`src/rtl/vic_pkg.sv`:
```
package vic_pkg;

   typedef enum logic [1:0] {
      RK_VECTOR = 2'd0,
      RK_ENABLE = 2'd1,
      RK_RAISE  = 2'd2,
      RK_NONE   = 2'd3
   } reg_kind_e;

   // Handler registers occupy 0..n_src-1, then enable mask, then raise/pending.
   function automatic reg_kind_e decode_reg(input int unsigned addr,
                                            input int unsigned n_src);
      if (addr < n_src)          return RK_VECTOR;
      else if (addr == n_src)    return RK_ENABLE;
      else if (addr == n_src + 1) return RK_RAISE;
      else                       return RK_NONE;
   endfunction

endpackage

```
`src/rtl/vic_capture.sv`:
```
module vic_capture #(
   parameter int              N_SRC      = 16,
   parameter logic [N_SRC-1:0] LEVEL_MASK = '0
) (
   input  logic             clk,
   input  logic             rst_n,
   input  logic [N_SRC-1:0] src_in,
   output logic [N_SRC-1:0] set_o
);

   for (genvar i = 0; i < N_SRC; i++) begin : g_src
      if (LEVEL_MASK[i]) begin : g_level
         assign set_o[i] = src_in[i];
      end else begin : g_edge
         logic prev_q;
         always_ff @(posedge clk) begin
            if (!rst_n) prev_q <= 1'b0;
            else        prev_q <= src_in[i];
         end
         assign set_o[i] = src_in[i] & ~prev_q;
      end
   end

endmodule

```
`src/rtl/vic_pending.sv`:
```
module vic_pending #(
   parameter int N_SRC = 16
) (
   input  logic             clk,
   input  logic             rst_n,
   input  logic [N_SRC-1:0] set_hw,
   input  logic [N_SRC-1:0] set_sw,
   input  logic [N_SRC-1:0] clr,
   output logic [N_SRC-1:0] pend_o
);

   logic [N_SRC-1:0] pend_q;

   // A set arriving with a clear wins, so no request is lost.
   always_ff @(posedge clk) begin
      if (!rst_n) pend_q <= '0;
      else        pend_q <= (pend_q & ~clr) | set_hw | set_sw;
   end

   assign pend_o = pend_q;

endmodule

```
`src/rtl/vic_arbiter.sv`:
```
module vic_arbiter #(
   parameter int N_SRC = 16,
   parameter int IDX_W = $clog2(N_SRC)
) (
   input  logic [N_SRC-1:0] req,
   output logic             valid,
   output logic [IDX_W-1:0] idx
);

   always_comb begin
      valid = 1'b0;
      idx   = '0;
      for (int i = N_SRC - 1; i >= 0; i--) begin
         if (req[i]) begin
            valid = 1'b1;
            idx   = IDX_W'(i);
         end
      end
   end

endmodule

```
`src/rtl/vic_vecbank.sv`:
```
module vic_vecbank #(
   parameter int N_SRC = 16,
   parameter int VEC_W = 24,
   parameter int IDX_W = $clog2(N_SRC)
) (
   input  logic             clk,
   input  logic             rst_n,
   input  logic             wr_en,
   input  logic [IDX_W-1:0] wr_idx,
   input  logic [VEC_W-1:0] wr_data,
   input  logic [IDX_W-1:0] rda_idx,
   output logic [VEC_W-1:0] rda_data,
   input  logic [IDX_W-1:0] rdb_idx,
   output logic [VEC_W-1:0] rdb_data
);

   logic [N_SRC-1:0][VEC_W-1:0] vec_q;

   for (genvar i = 0; i < N_SRC; i++) begin : g_vec
      always_ff @(posedge clk) begin
         if (!rst_n)
            vec_q[i] <= '0;
         else if (wr_en && (wr_idx == IDX_W'(i)))
            vec_q[i] <= wr_data;
      end
   end

   assign rda_data = vec_q[rda_idx];
   assign rdb_data = vec_q[rdb_idx];

endmodule

```
`src/rtl/vic_top.sv`:
```
module vic_top
   import vic_pkg::*;
#(
   parameter int               N_SRC      = 16,
   parameter int               VEC_W      = 24,
   parameter int               DATA_W     = 32,
   parameter int               ADDR_W     = 5,
   parameter logic [N_SRC-1:0] LEVEL_MASK = 16'hF000
) (
   input  logic              clk,
   input  logic              rst_n,
   input  logic [N_SRC-1:0]  src_in,
   input  logic              bus_we,
   input  logic [ADDR_W-1:0] bus_addr,
   input  logic [DATA_W-1:0] bus_wdata,
   output logic [DATA_W-1:0] bus_rdata,
   output logic              cpu_irq,
   output logic [VEC_W-1:0]  cpu_vector,
   input  logic              cpu_ack
);

   localparam int IDX_W = $clog2(N_SRC);

   if (N_SRC < 2 || N_SRC > DATA_W) begin : g_bad_nsrc
      $error("vic_top: N_SRC must lie in 2..DATA_W");
   end
   if (VEC_W > DATA_W) begin : g_bad_vecw
      $error("vic_top: VEC_W must not exceed DATA_W");
   end
   if (N_SRC + 2 > (1 << ADDR_W)) begin : g_bad_addrw
      $error("vic_top: ADDR_W too narrow for the register set");
   end

   reg_kind_e        kind;
   logic [N_SRC-1:0] hw_set, sw_set, clr, pend_q, en_q, eligible;
   logic             win_valid;
   logic [IDX_W-1:0] win_idx, cur_idx_q;
   logic [VEC_W-1:0] win_vec, rd_vec, cur_vec_q;
   logic             busy_q, take;
   logic             unused_wdata;

   assign kind         = decode_reg(32'(bus_addr), N_SRC);
   assign unused_wdata = ^bus_wdata;

   vic_capture #(.N_SRC(N_SRC), .LEVEL_MASK(LEVEL_MASK)) u_capture (
      .clk    (clk),
      .rst_n  (rst_n),
      .src_in (src_in),
      .set_o  (hw_set)
   );

   assign sw_set = (bus_we && kind == RK_RAISE) ? bus_wdata[N_SRC-1:0] : '0;
   assign clr    = (busy_q && cpu_ack) ? (N_SRC'(1) << cur_idx_q) : '0;

   vic_pending #(.N_SRC(N_SRC)) u_pending (
      .clk    (clk),
      .rst_n  (rst_n),
      .set_hw (hw_set),
      .set_sw (sw_set),
      .clr    (clr),
      .pend_o (pend_q)
   );

   always_ff @(posedge clk) begin
      if (!rst_n)
         en_q <= '0;
      else if (bus_we && kind == RK_ENABLE)
         en_q <= bus_wdata[N_SRC-1:0];
   end

   assign eligible = pend_q & en_q;

   vic_arbiter #(.N_SRC(N_SRC), .IDX_W(IDX_W)) u_arbiter (
      .req   (eligible),
      .valid (win_valid),
      .idx   (win_idx)
   );

   vic_vecbank #(.N_SRC(N_SRC), .VEC_W(VEC_W), .IDX_W(IDX_W)) u_vecbank (
      .clk      (clk),
      .rst_n    (rst_n),
      .wr_en    (bus_we && kind == RK_VECTOR),
      .wr_idx   (bus_addr[IDX_W-1:0]),
      .wr_data  (bus_wdata[VEC_W-1:0]),
      .rda_idx  (win_idx),
      .rda_data (win_vec),
      .rdb_idx  (bus_addr[IDX_W-1:0]),
      .rdb_data (rd_vec)
   );

   // A new grant only from idle; the latched source and address are frozen until ack.
   assign take = !busy_q && win_valid;

   always_ff @(posedge clk) begin
      if (!rst_n) begin
         busy_q    <= 1'b0;
         cur_idx_q <= '0;
         cur_vec_q <= '0;
      end else if (take) begin
         busy_q    <= 1'b1;
         cur_idx_q <= win_idx;
         cur_vec_q <= win_vec;
      end else if (busy_q && cpu_ack) begin
         busy_q    <= 1'b0;
      end
   end

   assign cpu_irq    = busy_q;
   assign cpu_vector = cur_vec_q;

   always_comb begin
      unique case (kind)
         RK_VECTOR: bus_rdata = DATA_W'(rd_vec);
         RK_ENABLE: bus_rdata = DATA_W'(en_q);
         RK_RAISE:  bus_rdata = DATA_W'(pend_q);
         default:   bus_rdata = '0;
      endcase
   end

endmodule

```
`config.mk`:
```
export PLATFORM = sky130hd
export DESIGN_NAME = vic_top
export DESIGN_NICKNAME = d
export VERILOG_FILES = /design/src/rtl/vic_pkg.sv /design/src/rtl/vic_capture.sv /design/src/rtl/vic_pending.sv /design/src/rtl/vic_arbiter.sv /design/src/rtl/vic_vecbank.sv /design/src/rtl/vic_top.sv
export SDC_FILE = /design/constraint.sdc
export NUM_CORES = 1
export LEC_CHECK = 0
export ABC_AREA = 1
export BUFFER_PORTS_ARGS = -buffer_cell sky130_fd_sc_hd__buf_2
export CORE_MARGIN = 1
export CORE_UTILIZATION = 35
export DETAILED_ROUTE_END_ITERATION = 10
export SYNTH_ARGS = -nofsm -noshare
export SYNTH_HDL_FRONTEND = slang
export SYNTH_SLANG_ARGS = --single-unit
```
`constraint.sdc`:
```
create_clock -name clk -period 2.2 [get_ports clk]
set_input_delay 0.33 -clock clk [delete_from_list [all_inputs] [get_ports clk]]
set_output_delay 0.33 -clock clk [all_outputs]
set_load 0.05 [all_outputs]
```
**Word level (Yosys, flattened, before mapping)**

Index checks and enable logic that the tools add are counted.

- Register bits after elaboration: 457
- Word-level logic and storage cells: 154

- Order comparisons: 3
- Eq/ne operators: 19
- Shifts and indexed selects: 1
- Multiplexer cells: 44
- Bitwise gates (word level): 29
- Reductions and logical operators: 25

Operator list:

| kind | count |
|---|---|
| 24-bit binary-select mux with 4-bit select | 2 |
| 24-bit case mux with 3 select lines | 1 |
| 4-bit 2-to-1 mux | 16 |
| 24-bit 2-to-1 mux | 2 |
| 16-bit bitwise AND | 2 |
| 4-bit equality test (second input constant) | 8 |
| 16-bit 2-to-1 mux | 2 |
| 16-bit OR | 2 |
| 1-bit logical AND | 21 |
| 1-bit 2-to-1 mux | 19 |
| 4-bit by 3-bit equality test with 1-bit output (second input constant) | 4 |
| 16-bit NOT | 1 |
| 1-bit by 4-bit left shift with 16-bit output (first input constant) | 1 |
| 1-bit bitwise AND | 12 |
| 1-bit NOT | 12 |
| 5-bit equality test (second input constant) | 2 |
| 4-bit by 5-bit less-than comparator with 1-bit output (second input constant) | 2 |
| 4-bit by 2-bit equality test with 1-bit output (second input constant) | 2 |
| 5-bit less-than comparator (second input constant) | 1 |
| 4-bit by 1-bit equality test with 1-bit output (second input constant) | 1 |
| 4-bit zero test | 1 |
| 2-bit 2-to-1 mux | 2 |
| 2-bit by 1-bit equality test with 1-bit output (second input constant) | 1 |
| 2-bit equality test (second input constant) | 1 |
| 3 further kinds | 3 |

**Depth between registers and ports, before layout**

- Depth after elaboration: 19
- Mapped depth: 27
- Gate-level depth less buffers: 25

**Hierarchy**

A second synthesis with hierarchy kept.

- Cells, all modules: 4088
- Area, all modules: 25165.4 um^2

By module, submodules not included:

| module | instances | cells each | area each (um^2) |
|---|---|---|---|
| vic_vecbank | 1 | 3464 | 21330.5 |
| vic_top | 1 | 428 | 2531.2 |
| vic_pending | 1 | 82 | 633.1 |
| vic_capture | 1 | 65 | 461.7 |
| vic_arbiter | 1 | 49 | 209.0 |

**Worst setup path before layout**

No wires, ideal clock.

- Path kind: input port to output port
- From: input bus_addr[0]
- To: output bus_rdata[1]
- Data arrival time: 2.997 ns
- Data required time: 1.870 ns
- Path slack: -1.127 ns
- Stages: 7
- Path buffers: 1
- Cell sequence: inv_1 nand2_1 clkbuf_1 o22ai_1 a221oi_1 nor2_1 o311ai_0

- Cells in the longest elaborated chain, start to end: 6
- Elaborated cells on any way between the ends: 12
- Those cells by class: 1 x order compare; 4 x eq/ne; 6 x mux; 1 x reduce/logical

Ends and longest elaborated chain:

| what | RTL line | RTL |
|---|---|---|
| start: declaration | vic_top.sv:14 | `input logic [ADDR_W-1:0] bus_addr,` |
| 5-bit equality test | vic_pkg.sv:15 | `else if (addr == n_src + 1) return RK_RAISE;` |
| 1-bit 2-to-1 mux | vic_pkg.sv:15 |  |
| 2-bit 2-to-1 mux | vic_pkg.sv:14 | `else if (addr == n_src) return RK_ENABLE;` |
| 2-bit 2-to-1 mux | vic_pkg.sv:13 | `if (addr < n_src) return RK_VECTOR;` |
| 2-bit equality test (tied with other cells) | vic_top.sv:112 | `unique case (kind)` |
| 24-bit case mux with 3 select lines * | vic_top.sv:112 |  |
| end: declaration | vic_top.sv:16 | `output logic [DATA_W-1:0] bus_rdata,` |

Mark *: on every way between the ends. The rest lies on a longest branch, timed or not. The select of a mux whose other input is x is not followed.

**Final worst setup path**

- From: input bus_addr[0]
- To: output bus_rdata[8]

Same word-level chain as after synthesis.

==> impl_results.md <==
- Status: finished, violations left
- Failing checks: setup timing
- Overall Global Routing Usage: between 30% and 40%
- Cell Area, Placed: around 26000 um^2
- Sequential share of the synthesized area: 40.2%
- Post-synthesis mux area share: 0%
- Critical Path RT: approximately 1.9 ns
- Leading area contributor after synthesis: dfxtp_1
- WL per Instance: approximately 24 um
- RSZ-0062 raised after global routing: true
- Largest delay share family, worst path: buffers and inverters
- Avg Synthesized Cell Area: 6.84 um^2
- Global-route wire length before repair: 152 mm
- PwrDens: 655 nW/um^2
- Post-synth EDFFs: 0
- TritonCTS Buffers: 50
- DIE AREA: between 60000 and 70000 um^2
- Area added between synthesis and finish: 39.2%
- Nets: 3570
- Fill cell count: a little over 6000
- R2R setup slack: -0.24 ns
- Most common library cells after synthesis: nand2_1, dfxtp_1, o21ai_0
- Setup crit start kind: primary input
- Final slew viol count: 0
- Synth Cell Area: around 23000 um^2
- Final Cell Area: roughly 32000 um^2
- Clk_skew: between 0.02 and 0.03 ns
- Post-Synth XOR/XNOR Area: 0%
- Flops & latches, synth: 457
- Most frequent CP cell: buf_12
- DR vias: 25800
- Die Y: 257 um
- Netlist cell types: 33
- Most frequent cell after synthesis: nand2_1
- Simple-gate share of the synthesized area: a little under a fifth
- Setup-failing EPs final: 48
- Hold WC Path Type: primary input to register
- Routed WL: approximately 110 mm
- Clock sinks: ~460
- Ports: roughly 110
- Main combinational cell family by area after synthesis: compound AO/OA/AOI/OAI gates
- Initial antenna violation count: 6
- Multi-input gate area: around 13000 um^2
- Post-layout min period: 2.49 ns
- Pre-antenna DRT Iters: 5
- Final Cycle Share: 113%
- Clock Path Buffers: 3
- Core Util, Final: between 40% and 50%
- Core Rows: just over 90
- MaxCap Viol Count: 0
- Vias per cell: ~6
- CP max stage cell: nor3_4
- Arrival time at the worst endpoint: around 2.2 ns
- Hold Vio Cnt, Final: 0
- Hold path cells: 3
- Yosys top cell area share: 40.2%
- # port buffers: just under 100
- Final Worst Setup Slack: -0.292 ns
- Die X: 257 um
- Cell Chain, Critical Path: buf_12 -> buf_8 -> nor2_4 -> clkinv_4 -> buf_12 -> buf_16 -> nor3_4 -> buf_12 -> nand2_1 -> o311ai_4 -> buf_6
- TritonCTS clock tree: built
- Clock root buffer: clkbuf_16
- Peak VDD IR: between 0.6 and 0.7 mV
- Worst-path clk slew: 0.06 ns
- CP max FO: 8
- Largest net degree at the start of global routing: around 130
- Warnings, synthesis: 0
- Static leakage: roughly 12 nW
- Post-route DRC: 0
- Share of layout cells above drive strength 1: about a quarter
- Slew HR: 58.2%
- Compound-Gate Fraction of Synth Area: roughly 29%
- Ys flop type: dfxtp_1
- Cell count after placement: 4192
- Post-synthesis async set-or-reset flop share: 0%
- Hold_sp: src_in[12]
- Max Freq: 0.401 GHz
- Overall power: roughly 21 mW
- Reg area: 9230 um^2
- Core outline area: approximately 64000 um^2
- Max incr delay on CP: roughly 0.34 ns
- CP endpoint kind: output pin
- Gr ovfl total: 0
- Top cells by area, synth: dfxtp_1, o21ai_0, a21oi_1
- WHS Endpoint: u_pending.pend_o[12]
- Critical Path Source: bus_addr[0]
- Gpl congestion: 0.888
- CP bufs+invs: 7
- Finished Layout Cells: about 4400
- Initial Util: a little over a third
- Initial DRC count: around 3700
- Detailed Place HPWL: approximately 62 mm
- Critical path class: primary input to output pin
- Reg2reg start: u_pending.pend_o[15]
- Mapped Cells: between 3000 and 4000
- Adder-Cell Fraction of Synth Area: 0%
- R2r worst-path depth: 27
- Post-route ant nets: 0
- Skew-Pair Late Insertion Delay: between 0.6 and 0.7 ns
- H-tree Lvls: 2
- R2R Path End: cpu_vector[20]
- Worst Tran Pin Value: roughly 0.63 ns
- Number of global-route vias before repair: between 20000 and 25000
[kinds of logic after synthesis]
group / count (synthesis)
AO/OA/AOI/OAI: 1181
AND/OR/NAND/NOR: 1003
buffers and inverters: 685
flip-flops: 457
other: 1
[state kept, by name, indices dropped and copies added (netlist names)]
name / flops
cpu_irq: 1
cpu_vector: 24
cur_idx_q: 4
en_q: 16
u_capture.g_src.g_edge.prev_q: 12
u_pending.pend_o: 16
u_vecbank.vec_q: 384
[metrics by stage]
stage | setup WS [ns] | TNS (ns) | hold WS [ns]
6_report | -0.292 | -8.31 | 0.0481
5_1_grt | -0.432 | -13.54 | 0.0515
4_1_cts | -0.247 | -5.77 | 0.0516
3_5_place_dp | -0.462 | -12.00 | 0.460
3_3_place_gp | -0.502 | -12.94 | 0.455
2_1_floorplan | 0.00717 | 0 | 0.423
[placed cells by master, fill, tap and decap left out, drive strengths merged]
master / n
nand2: 492
o21ai: 480
dfxtp: 457
buf: 430
a21oi: 404
nand3: 386
inv: 354
o22ai: 125
nor2: 115
clkbuf: 83
o211ai: 72
o221ai: 36
a22oi: 26
a221oi: 22
clkinv: 15
dlygate4sd3: 13
nand4: 10
conb: 8
a31oi: 7
diode: 3
a22o: 3
o311ai: 2
a211oi: 2
bufbuf: 2
nor3: 2
o21bai: 1
o31ai: 1
clkinvlp: 1
bufinv: 1
[layer usage]
layer	vias up	global-route usage (%)	wire length (um)
met5	-	0	0
met4	0	15.8	5390
met3	357	5.42	10700
met2	1557	47.0	46600
met1	12100	39.8	42500
li1	11800	-	-
[report_power, final]
part | internal (mW) | leakage, nW | switching [mW]
clock | 4.87 | 0.818 | 3.75
sequential | 8.44 | 3.73 | 0.128
combinational | 1.34 | 7.93 | 2.23
[cell type report]
class                   count  share of cell area (%)
clock inverters            15                   0.395
flip-flops and latches    457                    29.1
multi-input cells        2194                    40.2
repair buffers            454                    17.8
well taps                 855                    3.38
inverters                 356                    4.33
diodes                      3                  0.0237
clock buffers              74                    4.78
[what timing repair did]
| action | in CTS | in global routing |
|---|---|---|
| gates resized for setup | 415 | 159 |
| endpoints found under the setup margin | 48 | 48 |
| hold buffers | 13 | 0 |
| gates cloned | 33 | 11 |
| endpoints found under the hold margin | 13 | 0 |
| setup buffers | 49 | 31 |
| pin swaps | 158 | 100 |
[tightest hold or removal path: stages]
cell and delay [ns]:
buf_2 0.10, inv_1 0.08, a31oi_1 0.09
[how the worst max path moves through the flow]
stage	to	slack [ns]	cells after the start
after global routing	cpu_vector[20]	-0.43	27
after floorplan	bus_rdata[16]	0.007	6
final	bus_rdata[8]	-0.29	11
after global placement	bus_rdata[6]	-0.50	11
after detailed placement	bus_rdata[6]	-0.46	11
after CTS	bus_rdata[8]	-0.25	6
Power figures use the tool's default switching activity.
